==> src/rtl/adc_scan_pkg.sv <==
package adc_scan_pkg;
  localparam int FRAME_BITS = 16;
  localparam int RES_W      = 12;
  localparam int CH_W       = 3;
  localparam int CMD_CH_LSB = 11;

  typedef enum logic [1:0] {FR_IDLE, FR_SHIFT, FR_TAIL} frame_st_t;
  typedef enum logic [1:0] {SQ_IDLE, SQ_LAUNCH, SQ_WAIT} seq_st_t;

  function automatic logic [FRAME_BITS-1:0] mk_cmd(input logic [CH_W-1:0] ch);
    logic [FRAME_BITS-1:0] w;
    w = '0;
    w[CMD_CH_LSB +: CH_W] = ch;
    return w;
  endfunction
endpackage

==> src/rtl/adc_scan_tick.sv <==
module adc_scan_tick #(
  parameter int DIV_W = 8
) (
  input  logic             clk,
  input  logic             rst,
  input  logic             en,
  input  logic [DIV_W-1:0] half_div,
  output logic             tick
);
  logic [DIV_W-1:0] cnt;
  logic [DIV_W-1:0] lim;

  assign lim = (half_div == '0) ? DIV_W'(1) : half_div;

  always_ff @(posedge clk) begin
    if (rst || !en) begin
      cnt  <= '0;
      tick <= 1'b0;
    end else if (cnt >= lim - DIV_W'(1)) begin
      cnt  <= '0;
      tick <= 1'b1;
    end else begin
      cnt  <= cnt + DIV_W'(1);
      tick <= 1'b0;
    end
  end
endmodule

==> src/rtl/adc_scan_frame.sv <==
module adc_scan_frame
  import adc_scan_pkg::*;
#(
  parameter int NUM_DEV = 3,
  parameter int NBITS   = FRAME_BITS
) (
  input  logic               clk,
  input  logic               rst,
  input  logic               go,
  input  logic [NBITS-1:0]   cmd,
  input  logic [NUM_DEV-1:0] dev_oh,
  input  logic               tick,
  input  logic               miso,
  output logic               active,
  output logic               sclk,
  output logic               mosi,
  output logic [NUM_DEV-1:0] cs_n,
  output logic               done,
  output logic [NBITS-1:0]   rx
);
  localparam int NB_W = $clog2(NBITS) + 1;

  frame_st_t        st;
  logic [NBITS-1:0] sh;
  logic [NB_W-1:0]  nbit;
  logic [1:0]       gcnt;

  assign active = (st != FR_IDLE);

  always_ff @(posedge clk) begin
    if (rst) begin
      st   <= FR_IDLE;
      sclk <= 1'b1;
      mosi <= 1'b0;
      cs_n <= '1;
      done <= 1'b0;
      sh   <= '0;
      rx   <= '0;
      nbit <= '0;
      gcnt <= '0;
    end else begin
      done <= 1'b0;
      case (st)
        FR_IDLE: if (go) begin
          sh   <= cmd;
          cs_n <= ~dev_oh;
          nbit <= '0;
          gcnt <= '0;
          st   <= FR_SHIFT;
        end
        FR_SHIFT: if (tick) begin
          if (sclk) begin
            // leading (falling) edge: present next command bit
            sclk <= 1'b0;
            mosi <= sh[NBITS-1];
            sh   <= {sh[NBITS-2:0], 1'b0};
          end else begin
            // trailing (rising) edge: capture returned bit
            sclk <= 1'b1;
            rx   <= {rx[NBITS-2:0], miso};
            nbit <= nbit + NB_W'(1);
            if (nbit == NB_W'(NBITS - 1)) st <= FR_TAIL;
          end
        end
        FR_TAIL: if (tick) begin
          gcnt <= gcnt + 2'd1;
          if (gcnt == 2'd0) begin
            cs_n <= '1;
            mosi <= 1'b0;
          end
          if (gcnt == 2'd2) begin
            done <= 1'b1;
            st   <= FR_IDLE;
          end
        end
        default: st <= FR_IDLE;
      endcase
    end
  end
endmodule

==> src/rtl/adc_scan_ctrl.sv <==
module adc_scan_ctrl
  import adc_scan_pkg::*;
#(
  parameter int NUM_DEV = 3,
  parameter int MAX_CH  = 8,
  parameter int DIV_W   = 8,
  localparam int DEV_W  = $clog2(NUM_DEV),
  localparam int CNT_W  = $clog2(MAX_CH + 1)
) (
  input  logic                   clk,
  input  logic                   rst,
  input  logic                   start,
  input  logic [DEV_W-1:0]       dev_sel,
  input  logic [CNT_W-1:0]       chan_count,
  input  logic [MAX_CH*CH_W-1:0] chan_list,
  input  logic [DIV_W-1:0]       half_div,
  input  logic                   miso,
  output logic                   sclk,
  output logic                   mosi,
  output logic [NUM_DEV-1:0]     cs_n,
  output logic                   busy,
  output logic                   res_valid,
  output logic [DEV_W-1:0]       res_dev,
  output logic [CH_W-1:0]        res_chan,
  output logic [RES_W-1:0]       res_data
);
  seq_st_t                sq;
  logic [DEV_W-1:0]       dev_q;
  logic [CNT_W-1:0]       cnt_q;
  logic [MAX_CH*CH_W-1:0] list_q;
  logic [DIV_W-1:0]       half_q;
  logic [CNT_W-1:0]       fidx;
  logic [CH_W-1:0]        prev_ch;
  logic [CH_W-1:0]        cur_ch;
  logic                   go;
  logic [FRAME_BITS-1:0]  cmd_q;
  logic [NUM_DEV-1:0]     dev_oh;
  logic                   f_active, f_tick, f_done;
  logic [FRAME_BITS-1:0]  f_rx;
  logic                   start_ok;

  assign start_ok = start && !busy && (chan_count != '0) &&
                    (chan_count <= CNT_W'(MAX_CH)) && (dev_sel < DEV_W'(NUM_DEV));

  for (genvar g = 0; g < NUM_DEV; g++) begin : g_dev
    assign dev_oh[g] = (dev_q == DEV_W'(g));
  end

  // channel for the frame being launched; the flush frame commands 0
  always_comb begin
    cur_ch = '0;
    for (int i = 0; i < MAX_CH; i++) begin
      if (fidx == CNT_W'(i) && CNT_W'(i) < cnt_q) cur_ch = list_q[i*CH_W +: CH_W];
    end
  end

  always_ff @(posedge clk) begin
    if (rst) begin
      sq        <= SQ_IDLE;
      busy      <= 1'b0;
      go        <= 1'b0;
      res_valid <= 1'b0;
      res_dev   <= '0;
      res_chan  <= '0;
      res_data  <= '0;
      dev_q     <= '0;
      cnt_q     <= '0;
      list_q    <= '0;
      half_q    <= '0;
      fidx      <= '0;
      prev_ch   <= '0;
      cmd_q     <= '0;
    end else begin
      go        <= 1'b0;
      res_valid <= 1'b0;
      case (sq)
        SQ_IDLE: if (start_ok) begin
          busy   <= 1'b1;
          dev_q  <= dev_sel;
          cnt_q  <= chan_count;
          list_q <= chan_list;
          half_q <= half_div;
          fidx   <= '0;
          sq     <= SQ_LAUNCH;
        end
        SQ_LAUNCH: begin
          go    <= 1'b1;
          cmd_q <= mk_cmd(cur_ch);
          sq    <= SQ_WAIT;
        end
        SQ_WAIT: if (f_done) begin
          prev_ch <= cur_ch;
          if (fidx != '0) begin
            res_valid <= 1'b1;
            res_dev   <= dev_q;
            res_chan  <= prev_ch;
            res_data  <= f_rx[RES_W-1:0];
          end
          if (fidx == cnt_q) begin
            busy <= 1'b0;
            sq   <= SQ_IDLE;
          end else begin
            fidx <= fidx + CNT_W'(1);
            sq   <= SQ_LAUNCH;
          end
        end
        default: sq <= SQ_IDLE;
      endcase
    end
  end

  adc_scan_tick #(.DIV_W(DIV_W)) u_tick (
    .clk(clk), .rst(rst), .en(f_active), .half_div(half_q), .tick(f_tick)
  );

  adc_scan_frame #(.NUM_DEV(NUM_DEV), .NBITS(FRAME_BITS)) u_frame (
    .clk(clk), .rst(rst), .go(go), .cmd(cmd_q), .dev_oh(dev_oh),
    .tick(f_tick), .miso(miso), .active(f_active), .sclk(sclk),
    .mosi(mosi), .cs_n(cs_n), .done(f_done), .rx(f_rx)
  );
endmodule

==> config.mk <==
export PLATFORM = sky130hd
export DESIGN_NAME = adc_scan_ctrl
export DESIGN_NICKNAME = d
export VERILOG_FILES = /design/src/rtl/adc_scan_pkg.sv /design/src/rtl/adc_scan_tick.sv /design/src/rtl/adc_scan_frame.sv /design/src/rtl/adc_scan_ctrl.sv
export SDC_FILE = /design/constraint.sdc
export NUM_CORES = 1
export LEC_CHECK = 0
export ABC_CLOCK_PERIOD_IN_PS = 7340
export BUFFER_PORTS_ARGS = -buffer_cell sky130_fd_sc_hd__buf_2
export CAP_MARGIN = 20
export CORE_MARGIN = 2
export CORE_UTILIZATION = 48
export CTS_CLUSTER_DIAMETER = 30
export CTS_CLUSTER_SIZE = 14
export DETAILED_ROUTE_END_ITERATION = 10
export PLACE_DENSITY = 0.66
export SYNTH_ARGS = -nofsm -noshare
export SYNTH_HDL_FRONTEND = slang
export SYNTH_SLANG_ARGS = --single-unit
==> constraint.sdc <==
create_clock -name clk -period 7.34 [get_ports clk]
set_input_delay 0.734 -clock clk [delete_from_list [all_inputs] [get_ports clk]]
set_output_delay 0.734 -clock clk [all_outputs]
set_load 0.02 [all_outputs]
Word level (Yosys, flattened, before mapping)
Cells that the tools add are included.
{ "op_classes": {"order_cmp": 11, "mux": 53, "n_eq_ne": 28, "bitwise_logic": 6, "addsub": 5, "n_reduce_logical": 45} }
{ "ops": {"columns": ["op", "count"], "rows": [
  ["$mux W16", 3],
  ["$mux W3", 11],
  ["$pmux W16 S2", 1],
  ["$mux W2", 10],
  ["$reduce_and A4 Y1", 5],
  ["$eq A4 B3 Y1 const B", 4],
  ["$lt A3 B4 Y1 const A", 4],
  ["$mux W5", 3],
  ["$ne A2 B2 Y1 const B", 7],
  ["$mux W1", 13],
  ["$logic_and A1 B1 Y1", 12],
  ["$mux W4", 3],
  ["$pmux W2 S3", 2],
  ["$ne A2 B1 Y1 const B", 5],
  ["$pmux W5 S2", 1],
  ["$reduce_bool A2 Y1", 5],
  ["$reduce_and A3 Y1", 3],
  ["$add A8 B1 Y8 const B", 1],
  ["$eq A2 B2 Y1 const B", 4],
  ["$eq A4 B2 Y1 const B", 2],
  ["$ge A8 B8 Y1", 1],
  ["$logic_not A2 Y1", 4],
  ["$logic_not A8 Y1", 1],
  ["$lt A1 B4 Y1 const A", 2],
  ["27 further kinds", 41]
]} }
{ "word_totals": {"inputBits": 42, "reg_bits": 122, "elab_cells": 173, "out_inout_bits": 24} }

Logic depth before layout (Yosys ltp)
Gate-level depths: netlist of the first run.
{ "depth": {"word_depth": 10, "mapped_depth": 11, "depth_no_buf": 11} }

Modules after synthesis
A second synthesis of the first run with hierarchy kept.
{ "unflattened": {"cells_unflattened": 722, "area_unflattened_um2": 5901.9} }
{ "by_module_without_submodules": {"columns": ["mod", "area_per_inst_um2", "cells_each", "n_inst"], "rows": [
  ["adc_scan_ctrl", 3114.2, 398, 1],
  ["adc_scan_frame", 2123.3, 251, 1],
  ["adc_scan_tick", 664.4, 73, 1]
]} }

Least setup slack after synthesis of the first run
OpenSTA, ideal clock, no wires.
{ "synth_path": {"kind": "register to register", "start": "reg half_q[3]", "end": "reg u_tick.cnt[0]", "period_less_slack_ns": 2.466, "setup_time_ns": 0.081, "arrival_time_ns": 2.386, "n_path_buf": 0, "slack_ns": 4.874, "path_stages_with_launch": 11, "required_time_ns": 7.259, "path_cell_list": "dfxtp_1 nor4_1 a31oi_1 ha_1 nand2b_1 nor4_1 xnor2_1 ha_1 a21o_1 nor3_1 nor3b_1"} }
{ "synth_between": {"elab_chain_len": 5} }
{ "synth_rtl": {"columns": ["element", "line_no", "source"], "rows": [
  ["start, declared", "adc_scan_ctrl.sv:31", "logic [DIV_W-1:0] half_q;"],
  ["start signal, assigned", "adc_scan_ctrl.sv:82", "half_q <= half_div;"],
  ["$logic_not A8 Y1", "adc_scan_tick.sv:13", "assign lim = (half_div == '0) ? DIV_W'(1) : half_div;"],
  ["$mux W8 (*)", "adc_scan_tick.sv:13", null],
  ["$sub A8 B1 Y8 (*)", "adc_scan_tick.sv:19", "end else if (cnt >= lim - DIV_W'(1)) begin"],
  ["$ge A8 B8 Y1 (*)", "adc_scan_tick.sv:19", null],
  ["$reduce_or A2 Y1 (no line) (*)", null, null],
  ["end signal, assigned", "adc_scan_tick.sv:23", "cnt <= cnt + DIV_W'(1);"],
  ["end, declared", "adc_scan_tick.sv:10", "logic [DIV_W-1:0] cnt;"]
]} }
Mark *: on every way between the ends. The rest lies on a longest branch, timed or not.
A chain may end at the register's enable or synchronous reset.

Worst setup path after layout of the first run
Ends and elaborated chain as after synthesis.

==> flow_metrics.tcl, run 1 <==
set metrics [dict create \
    cts_buffer_depth 2 \
    num_rows 37 \
    yosys.cell_types.count 56 \
    final_layout_size_suffix_gt1_frac 0.149 \
    vias_per_cell 5.31 \
    crit_path_end_kind "register" \
    ys_seq_area_frac 0.444 \
    cts_buffers 9 \
    dieArea_mm2 0.0113 \
    syn_area_per_cell_um2 8.05 \
    worst_slew_pin_slew_ns 1.04 \
    post_cts_buffers 0 \
    fmax_mhz 347 \
    path_class "register to register" \
    holdBufCountCts 0 \
    fin_ws_ns 4.46 \
    crit_required_ns 7.64 \
    die_h_um 106 \
    status "finished, final reports clean" \
    wl_met2_um 4990 \
    syn_nets 682 \
    wl_met1_um 4990 \
    area_growth_pct 11.5 \
    n_antenna_cell 0 \
    cts_resized 0 \
    top_layer "met4" \
    hold_slack_ns 0.457 \
    antenna_found_initial 0 \
    cp_max_fo 8 \
    met3_length_um 441 \
    clk_latency_ns 0.38 \
    crit_arrival_ns 3.19 \
    setup_tns_ns 0 \
    p_leak_nw 2.16 \
    slew_violations 0 \
    drt_pass1_iterations 5 \
    synthArstFlopShare 0 \
    clockRootBuffer "clkbuf_8" \
    slew_headroom 0.304 \
    io_pins 66 \
    synth_seq_cells 111 \
    clk_pin_slew_ns 0.10 \
    synthFlopType "dfxtp_1" \
    initial_core_util 0.490 \
    setup_violations 0 \
    h-tree-depth 3 \
    finalCritPeriodShare 0.393 \
    io_buffer_count 65 \
    cts.sinks 111 \
    hold_viol 0 \
    die_w_um 106 \
    vias 4293 \
    grt_pass1_vias 3889 \
    final_common_cell "nand2_1" \
    rsz0062_at_grt "no" \
    drc 0 \
    postRouteAntennaNets 0 \
    synth_warnings 0 \
    crit_path_start_kind "register" \
    period_needed_ns 2.88 \
    wire_per_inst_um 13.1 \
    syn-instance-count 622 \
    cts_tree "built" \
    p_per_area_mw_per_mm2 197 \
    syn_area_mm2 0.00501 \
    drt_iter0_markers 252 \
    clock-skew-final_ns 0.0105 \
    hold_path.class "register to register" \
    pre_cts_slack_ns 4.48 \
    grt_max_degree 106 \
    maxCapViolations 0 \
    layout.nets 728 \
    hpwl_um 7410 \
    ir_drop_uv 117 \
    core_area_mm2 0.0102 \
    gp_congestion 0.805 \
    grt_pass1_wl_um 17700 \
    routed_wirelength_um 10600 \
    grt.total_usage 0.193 \
    layout_common_cells "nand2_1 (160), dfxtp_1 (111), a21oi_1 (81)" \
    overflow 0 \
    synth_edf_count 0 \
    fill_cells 974 \
]
## cell families (layout without fill, tap and decap cells)
family	Yosys count	in the layout	share of synthesized area
simple gates	284	284	0.247
compound gates	135	135	0.180
flops	111	111	0.444
buf+inv	48	98	0.0382
xor+xnor	20	20	0.0350
fa+ha+maj	18	18	0.0450
mux	6	6	0.0120
## stage by stage
stage,utilization,instances,power (mW),area [µm²]
3_5_place_dp,0.528,793,0.752,5400
2_1_floorplan,-,622,0.722,5010
4_1_cts,0.546,808,1.11,5590
6_report,0.546,808,1.10,5590
3_3_place_gp,0.528,793,0.747,5400
5_1_grt,0.546,808,1.15,5590
## area by class of cell
| cell class | instances | area, µm² | area share |
|---|---|---|---|
| clock buffer | 10 | 128 | 0.0228 |
| clock inverter | 5 | 58.8 | 0.0105 |
| timing repair buffer | 70 | 363 | 0.0649 |
| inverter | 13 | 48.8 | 0.00873 |
| tap | 136 | 170 | 0.0305 |
| sequential | 111 | 2220 | 0.398 |
| multi-input combinational | 463 | 2600 | 0.465 |
## cell usage after synthesis, types with 3 or more instances
master / number / area [µm²]
clkbuf_1: 27 / 101
nor2b_1: 8 / 50.1
nor2_1: 57 / 214
nand4_1: 3 / 18.8
buf_1: 4 / 15.0
nor4_1: 4 / 25.0
nor3b_1: 4 / 30.0
mux2i_1: 6 / 60.1
nand2_1: 160 / 601
inv_1: 13 / 48.8
nor3_1: 10 / 50.1
a211oi_1: 5 / 37.5
and2_1: 4 / 25.0
xnor2_1: 9 / 78.8
nand2b_1: 6 / 37.5
and3_1: 10 / 62.6
dfxtp_1: 111 / 2220
or2_2: 3 / 18.8
a22oi_1: 4 / 30.0
xor2_1: 11 / 96.3
a21oi_1: 81 / 405
nand3_1: 9 / 45.0
a32oi_1: 4 / 35.0
buf_2: 3 / 15.0
ha_1: 18 / 225
a21o_1: 4 / 30.0
## layer usage
layer | track usage | vias up
met2 | 0.315 | 82
met3 | 0.0300 | 12
met4 | 0.0846 | 0
met1 | 0.254 | 1986
met5 | 0 | -
li1 | - | 2213
## path summary, 6_finish.rpt
path,startpoint,end,slack (ns),cells past startpoint
setup / recovery,half_q[3]$_SDFFE_PP0P_,u_tick.cnt[0]$_SDFF_PP0_,4.46,10
hold / removal,prev_ch[1]$_SDFFE_PP0P_,res_chan[1]$_SDFFE_PP0P_,0.46,2
setup reg to reg,half_q[3]$_SDFFE_PP0P_,u_tick.cnt[0]$_SDFF_PP0_,4.46,10
hold reg to reg,prev_ch[1]$_SDFFE_PP0P_,res_chan[1]$_SDFFE_PP0P_,0.46,2
## worst max-delay path, cell delays in order, from the launching register on
cell and delay [ns]:
dfxtp_1 0.43, nor4_1 0.11, a31oi_1 0.35, ha_1 0.26, nand2b_1 0.09, nor4_1 0.24, xnor2_1 0.12, ha_1 0.19
a21o_1 0.18, nor3_1 0.60, nor3b_1 0.24
## where the power goes
group	leakage, nW	internal (mW)	total (mW)	switching, mW
sequential	0.898	0.615	0.628	0.0127
clock	0.0888	0.157	0.361	0.204
combinational	1.17	0.0464	0.110	0.0632
## flip-flops by register name, summed over array words and instances (netlist names), 5 cells and up
register,cells
u_frame.sh,5
list_q,24
res_data,12
u_frame.nbit,5
u_tick.cnt,8
half_q,8
u_frame.rx,12
No activity file was read; power rests on OpenSTA's default activity.
==> inputs of run 2 (changes only) <==
Settings changed: ABC_CLOCK_PERIOD_IN_PS 7340 to 2600, PLACE_DENSITY 0.66 to 0.69.
Clock period 7.34 ns to 2.6 ns, I/O delays scaled along.
==> run 2 against run 1 <==
Worst hold slack got worse by 0.33 ns. Sequential cell count did not move. Combinational power rose to 3.1 times the previous value. Worst setup slack got worse by 4.3 ns. Wire length fell by 0.51%. Register-to-register slack got worse by 4.3 ns. Largest cell class unchanged.
==> flow_metrics.tcl, run 2 (synthesis gave the netlist of run 1 again) <==
set metrics [dict create \
    slew_headroom 0.579 \
    crit_chain "nor4_2 -> a31oi_2 -> ha_1 -> ha_1 -> a21o_1 -> a21o_1 -> a21oi_1 -> o21ai_1 -> buf_4 -> o21a_1" \
    cp_max_fo 9 \
    grt_pass1_wl_um 18000 \
    hold_path_end "list_q[13]$_SDFFE_PP0P_" \
    p_leak_nw 2.23 \
    cts_resized 0 \
    fmax_mhz 403 \
    vias_per_cell 5.29 \
    period_needed_ns 2.48 \
    hpwl_um 7770 \
    critPathSlowestCell "nor4_2" \
    postRouteAntennaNets 0 \
    drt_pass1_iterations 4 \
    status "finished, final reports clean" \
    die_w_um 106 \
    top_regs "list_q: 24 flops, res_data: 12 flops, u_frame.rx: 12 flops" \
    top_register "list_q" \
    final_layout_size_suffix_gt1_frac 0.164 \
    area_growth_pct 13.6 \
    drt_iter0_markers 177 \
    layout_common_cells "nand2_1 (160), dfxtp_1 (111), a21oi_1 (81)" \
    num_rows 37 \
    setup_tns_ns 0 \
    min_from "chan_list[13]" \
    holdPathStages 3 \
    n_antenna_cell 0 \
    hold_slack_ns 0.127 \
    clockRootBuffer "clkbuf_8" \
    io_buffer_count 65 \
    grt_pass1_vias 3995 \
    critPathMaxStageDelay_ns 0.39 \
    overflow 0 \
    crit_arrival_ns 2.74 \
    initial_core_util 0.490 \
    h-tree-depth 3 \
    drc 0 \
    maxCapViolations 0 \
    finalCritPeriodShare 0.954 \
    io_pins 66 \
    grt_max_degree 36 \
    rr_worst_depth 10 \
    crit_required_ns 2.86 \
    cts_tree "built" \
    path_buf_inv 1 \
    crit_path_end_kind "register" \
    crit_path_start_kind "register" \
    hold_viol 0 \
    r2r_end "u_tick.tick$_SDFF_PP0_" \
    critPathTopFamily "compound AO/OA/AOI/OAI gates" \
    hold_path.class "input pin to register" \
    fill_cells 996 \
    slew_violations 0 \
    ir_drop_uv 282 \
    die_h_um 106 \
    setup_violations 0 \
    antenna_found_initial 0 \
    clk_pin_slew_ns 0.10 \
    core_area_mm2 0.0102 \
    p_per_area_mw_per_mm2 551 \
    worst_slew_pin_slew_ns 0.615 \
    rsz0062_at_grt "no" \
    post_cts_buffers 0 \
    gp_congestion 0.891 \
    wire_per_inst_um 12.9 \
    vias 4331 \
    dieArea_mm2 0.0113 \
    grt.total_usage 0.193 \
    final_common_cell "nand2_1" \
    placedCellCount 804 \
    layout.cells.non_filler 819 \
    cts_buffer_depth 2 \
    cts.sinks 111 \
    path_class "register to register" \
    largest_register_ffs 24 \
    routed_wirelength_um 10600 \
    clock-skew-final_ns 0.00995 \
    rrSetupSlack_ns 0.12 \
    r2r_start "half_q[3]$_SDFFE_PP0P_" \
    layout.nets 739 \
    cts_buffers 9 \
    clk_latency_ns 0.36 \
    holdBufCountCts 0 \
]
-- run 2: cell count changes in the layout (fill, tap and decap cells not counted), sizes merged --
cell | previous run | this run
clkinv | 1 | 0
clkinvlp | 2 | 0
buf | 70 | 81
clkbuf | 10 | 13
-- run 2: per-layer routing --
layer / global-route usage / share of wire
met1: 0.244 / 0.46
met4: 0.0742 / 0.022
met3: 0.0368 / 0.031
met5: 0 / 0
met2: 0.326 / 0.49
-- run 2: worst min-delay path, cell delays in order --
cell	delay [ns]
buf_2	0.10
nand2_1	0.04
a21oi_1	0.05
-- run 2: final cells by class --
cell class	count	area [µm²]	area share
Clock buffer	13	159	0.0279
Tap cell	136	170	0.0299
Multi-Input combinational cell	463	2610	0.458
Sequential cell	111	2220	0.390
Clock inverter	2	38.8	0.00681
Inverter	13	48.8	0.00857
Timing Repair Buffer	81	445	0.0782
-- run 2: worst max-delay path by stage --
stage,endpoint,startpoint,depth (start not counted)
6_report,u_tick.tick$_SDFF_PP0_,half_q[3]$_SDFFE_PP0P_,10
3_3_place_gp,u_tick.tick$_SDFF_PP0_,half_q[3]$_SDFFE_PP0P_,10
5_1_grt,u_tick.tick$_SDFF_PP0_,half_q[3]$_SDFFE_PP0P_,10
3_5_place_dp,u_tick.tick$_SDFF_PP0_,half_q[3]$_SDFFE_PP0P_,10
2_1_floorplan,u_tick.cnt[0]$_SDFF_PP0_,half_q[3]$_SDFFE_PP0P_,10
4_1_cts,u_tick.tick$_SDFF_PP0_,half_q[3]$_SDFFE_PP0P_,10
-- run 2: metrics by stage --
stage                     power, mW  utilization  worst slack (ns)  instance area, µm²
after floorplan                2.04            -             0.134                5010
after global placement         2.13        0.536             0.186                5480
after detailed placement       2.15        0.536            0.0719                5480
after CTS                      3.17        0.555            0.0541                5680
after global routing           3.29        0.556           0.00761                5690
final                          3.14        0.556             0.120                5690
-- run 2: report_power, final --
| group | switching [mW] | total (mW) | internal [mW] | leakage [nW] |
|---|---|---|---|---|
| Combinational | 0.189 | 0.339 | 0.150 | 1.23 |
| Clock | 0.532 | 1.03 | 0.498 | 0.100 |
| Sequential | 0.0325 | 1.77 | 1.74 | 0.898 |
==> inputs of run 3 (changes only) <==
Settings changed: PLACE_DENSITY 0.69 to 0.79.
==> run 3 against run 2 <==
Highest routed layer unchanged. Total power grew 2.8%. Count of clock-buffer cells in the layout down 4. First-iteration DRC count rose by 21%. Maximum frequency barely moved. Combinational power is essentially flat. Clock power up 8%. Worst hold slack got worse by 0.043 ns. Die area unchanged. Core utilization is 0.13 points higher. Via count is 0.42% higher.
==> flow_metrics.tcl, run 3 (synthesis gave the netlist of run 1 again) <==
set metrics [dict create \
    cts_buffer_depth 2 \
    num_rows 37 \
    setup_violations 0 \
    hold_viol 0 \
    fin_ws_ns 0.121 \
    area_growth_pct 13.9 \
    core_area_mm2 0.0102 \
    gp_congestion 0.869 \
    cts.sinks 111 \
    postRouteAntennaNets 0 \
    p_per_area_mw_per_mm2 565 \
    antenna_found_initial 0 \
    wire_per_inst_um 13.8 \
    routed_wirelength_um 11200 \
    overflow 0 \
    grt_pass1_wl_um 19100 \
    crit_path_end_kind "register" \
    final_common_cell "nand2_1" \
    final_layout_size_suffix_gt1_frac 0.169 \
    h-tree-depth 3 \
    grt.total_usage 0.204 \
    r2r_start "half_q[6]$_SDFFE_PP0P_" \
    clockRootBuffer "clkbuf_8" \
    holdBufCountCts 0 \
    clock-skew-final_ns 0.0174 \
    p_leak_nw 2.22 \
    maxCapViolations 0 \
    io_pins 66 \
    top_register "list_q" \
    vias 4349 \
    setup_tns_ns 0 \
    largest_register_ffs 24 \
    die_h_um 106 \
    clk_pin_slew_ns 0.12 \
    crit_path_start_kind "register" \
    hold_path.class "input pin to register" \
    ir_drop_uv 335 \
    clk_latency_ns 0.39 \
    crit_required_ns 2.89 \
    drt_iter0_markers 215 \
    top_regs "list_q: 24 flops, res_data: 12 flops, u_frame.rx: 12 flops" \
    hold_slack_ns 0.0841 \
    rrSetupSlack_ns 0.12 \
    layout.nets 734 \
    layout_common_cells "nand2_1 (160), dfxtp_1 (108), a21oi_1 (81)" \
    initial_core_util 0.490 \
    io_buffer_count 65 \
    cts_buffers 9 \
    vias_per_cell 5.34 \
    grt_pass1_vias 4249 \
    finalCritPeriodShare 0.954 \
    rr_worst_depth 9 \
    cts_tree "built" \
    cp_max_fo 9 \
    fmax_mhz 403 \
    finalCoreUtilization 0.558 \
    dieArea_mm2 0.0113 \
    pre_cts_slack_ns -0.165 \
    r2r_end "u_tick.tick$_SDFF_PP0_" \
    slew_violations 0 \
    hpwl_um 7700 \
    drc 0 \
    crit_end "u_tick.tick$_SDFF_PP0_" \
    slew_headroom 0.503 \
    n_antenna_cell 0 \
    crit_arrival_ns 2.77 \
    die_w_um 106 \
    path_class "register to register" \
    drt_pass1_iterations 7 \
    period_needed_ns 2.48 \
    worst_slew_pin_slew_ns 0.745 \
    status "finished, final reports clean" \
    grt_max_degree 74 \
    cp-startpoint "half_q[6]$_SDFFE_PP0P_" \
]
## run 3: cell types whose count changed in the layout (fill, tap and decap cells not counted), moves of 2 or more
cell      change
clkbuf_8      -2
buf_4         -4
clkbuf_1      -2
dfxtp_2       +3
dfxtp_1       -3
clkinv_4      +2
## run 3: worst min path at each step
stage / start / end / slack [ns] / depth (start not counted)
floorplan: chan_list[21] / list_q[21]$_SDFFE_PP0P_ / 0.40 / 2
finish: half_div[0] / half_q[0]$_SDFFE_PP0P_ / 0.08 / 3
global route: half_div[3] / half_q[3]$_SDFFE_PP0P_ / 0.1 / 3
detailed placement: res_data[0]$_SDFFE_PP0P_ / res_data[0]$_SDFFE_PP0P_ / 0.44 / 2
CTS: half_div[0] / half_q[0]$_SDFFE_PP0P_ / 0.09 / 3
global placement: prev_ch[1]$_SDFFE_PP0P_ / res_chan[1]$_SDFFE_PP0P_ / 0.44 / 2
## run 3: timing repair
| item | CTS | global route |
|---|---|---|
| pin swaps | 0 | 1 |
| resized for setup | 3 | 6 |
| setup buffers | 0 | 1 |
| endpoints found under the setup margin | 9 | 9 |
## run 3: report_power, final
group / internal, mW / switching (mW)
Clock: 0.467 / 0.643
Combinational: 0.146 / 0.195
Sequential: 1.74 / 0.0367
Total: 2.35 / 0.875
## run 3: through the flow
stage	std cells	power, mW	area, µm²
2_1_floorplan	622	2.04	5010
3_3_place_gp	798	2.11	5440
3_5_place_dp	798	2.13	5440
4_1_cts	814	3.22	5670
5_1_grt	815	3.35	5710
6_report	815	3.23	5710
## run 3: cell type report
| cell class | count | area, µm² |
|---|---|---|
| Timing Repair Buffer | 76 | 410 |
| Multi-Input combinational cell | 463 | 2640 |
| Clock buffer | 9 | 124 |
| Inverter | 13 | 48.8 |
| Fill cell | 911 | 4520 |
| Clock inverter | 7 | 91.3 |
| Sequential cell | 111 | 2230 |
| Tap cell | 136 | 170 |
## run 3: layer usage
layer	vias up	routed length, µm	track usage
li1	2221	-	-
met1	2019	4900	0.242
met2	91	5690	0.362
met3	18	412	0.0331
met4	0	238	0.0902
met5	-	0	0
## run 3: worst max-delay path: stages, from the launching register on
cell and delay (ns):
dfxtp_1 0.37, nor4_4 0.37, a31oi_4 0.16, ha_1 0.32, ha_1 0.28, a21o_1 0.15
a21o_1 0.16, a21oi_1 0.18, o21ai_2 0.16, o21a_1 0.22
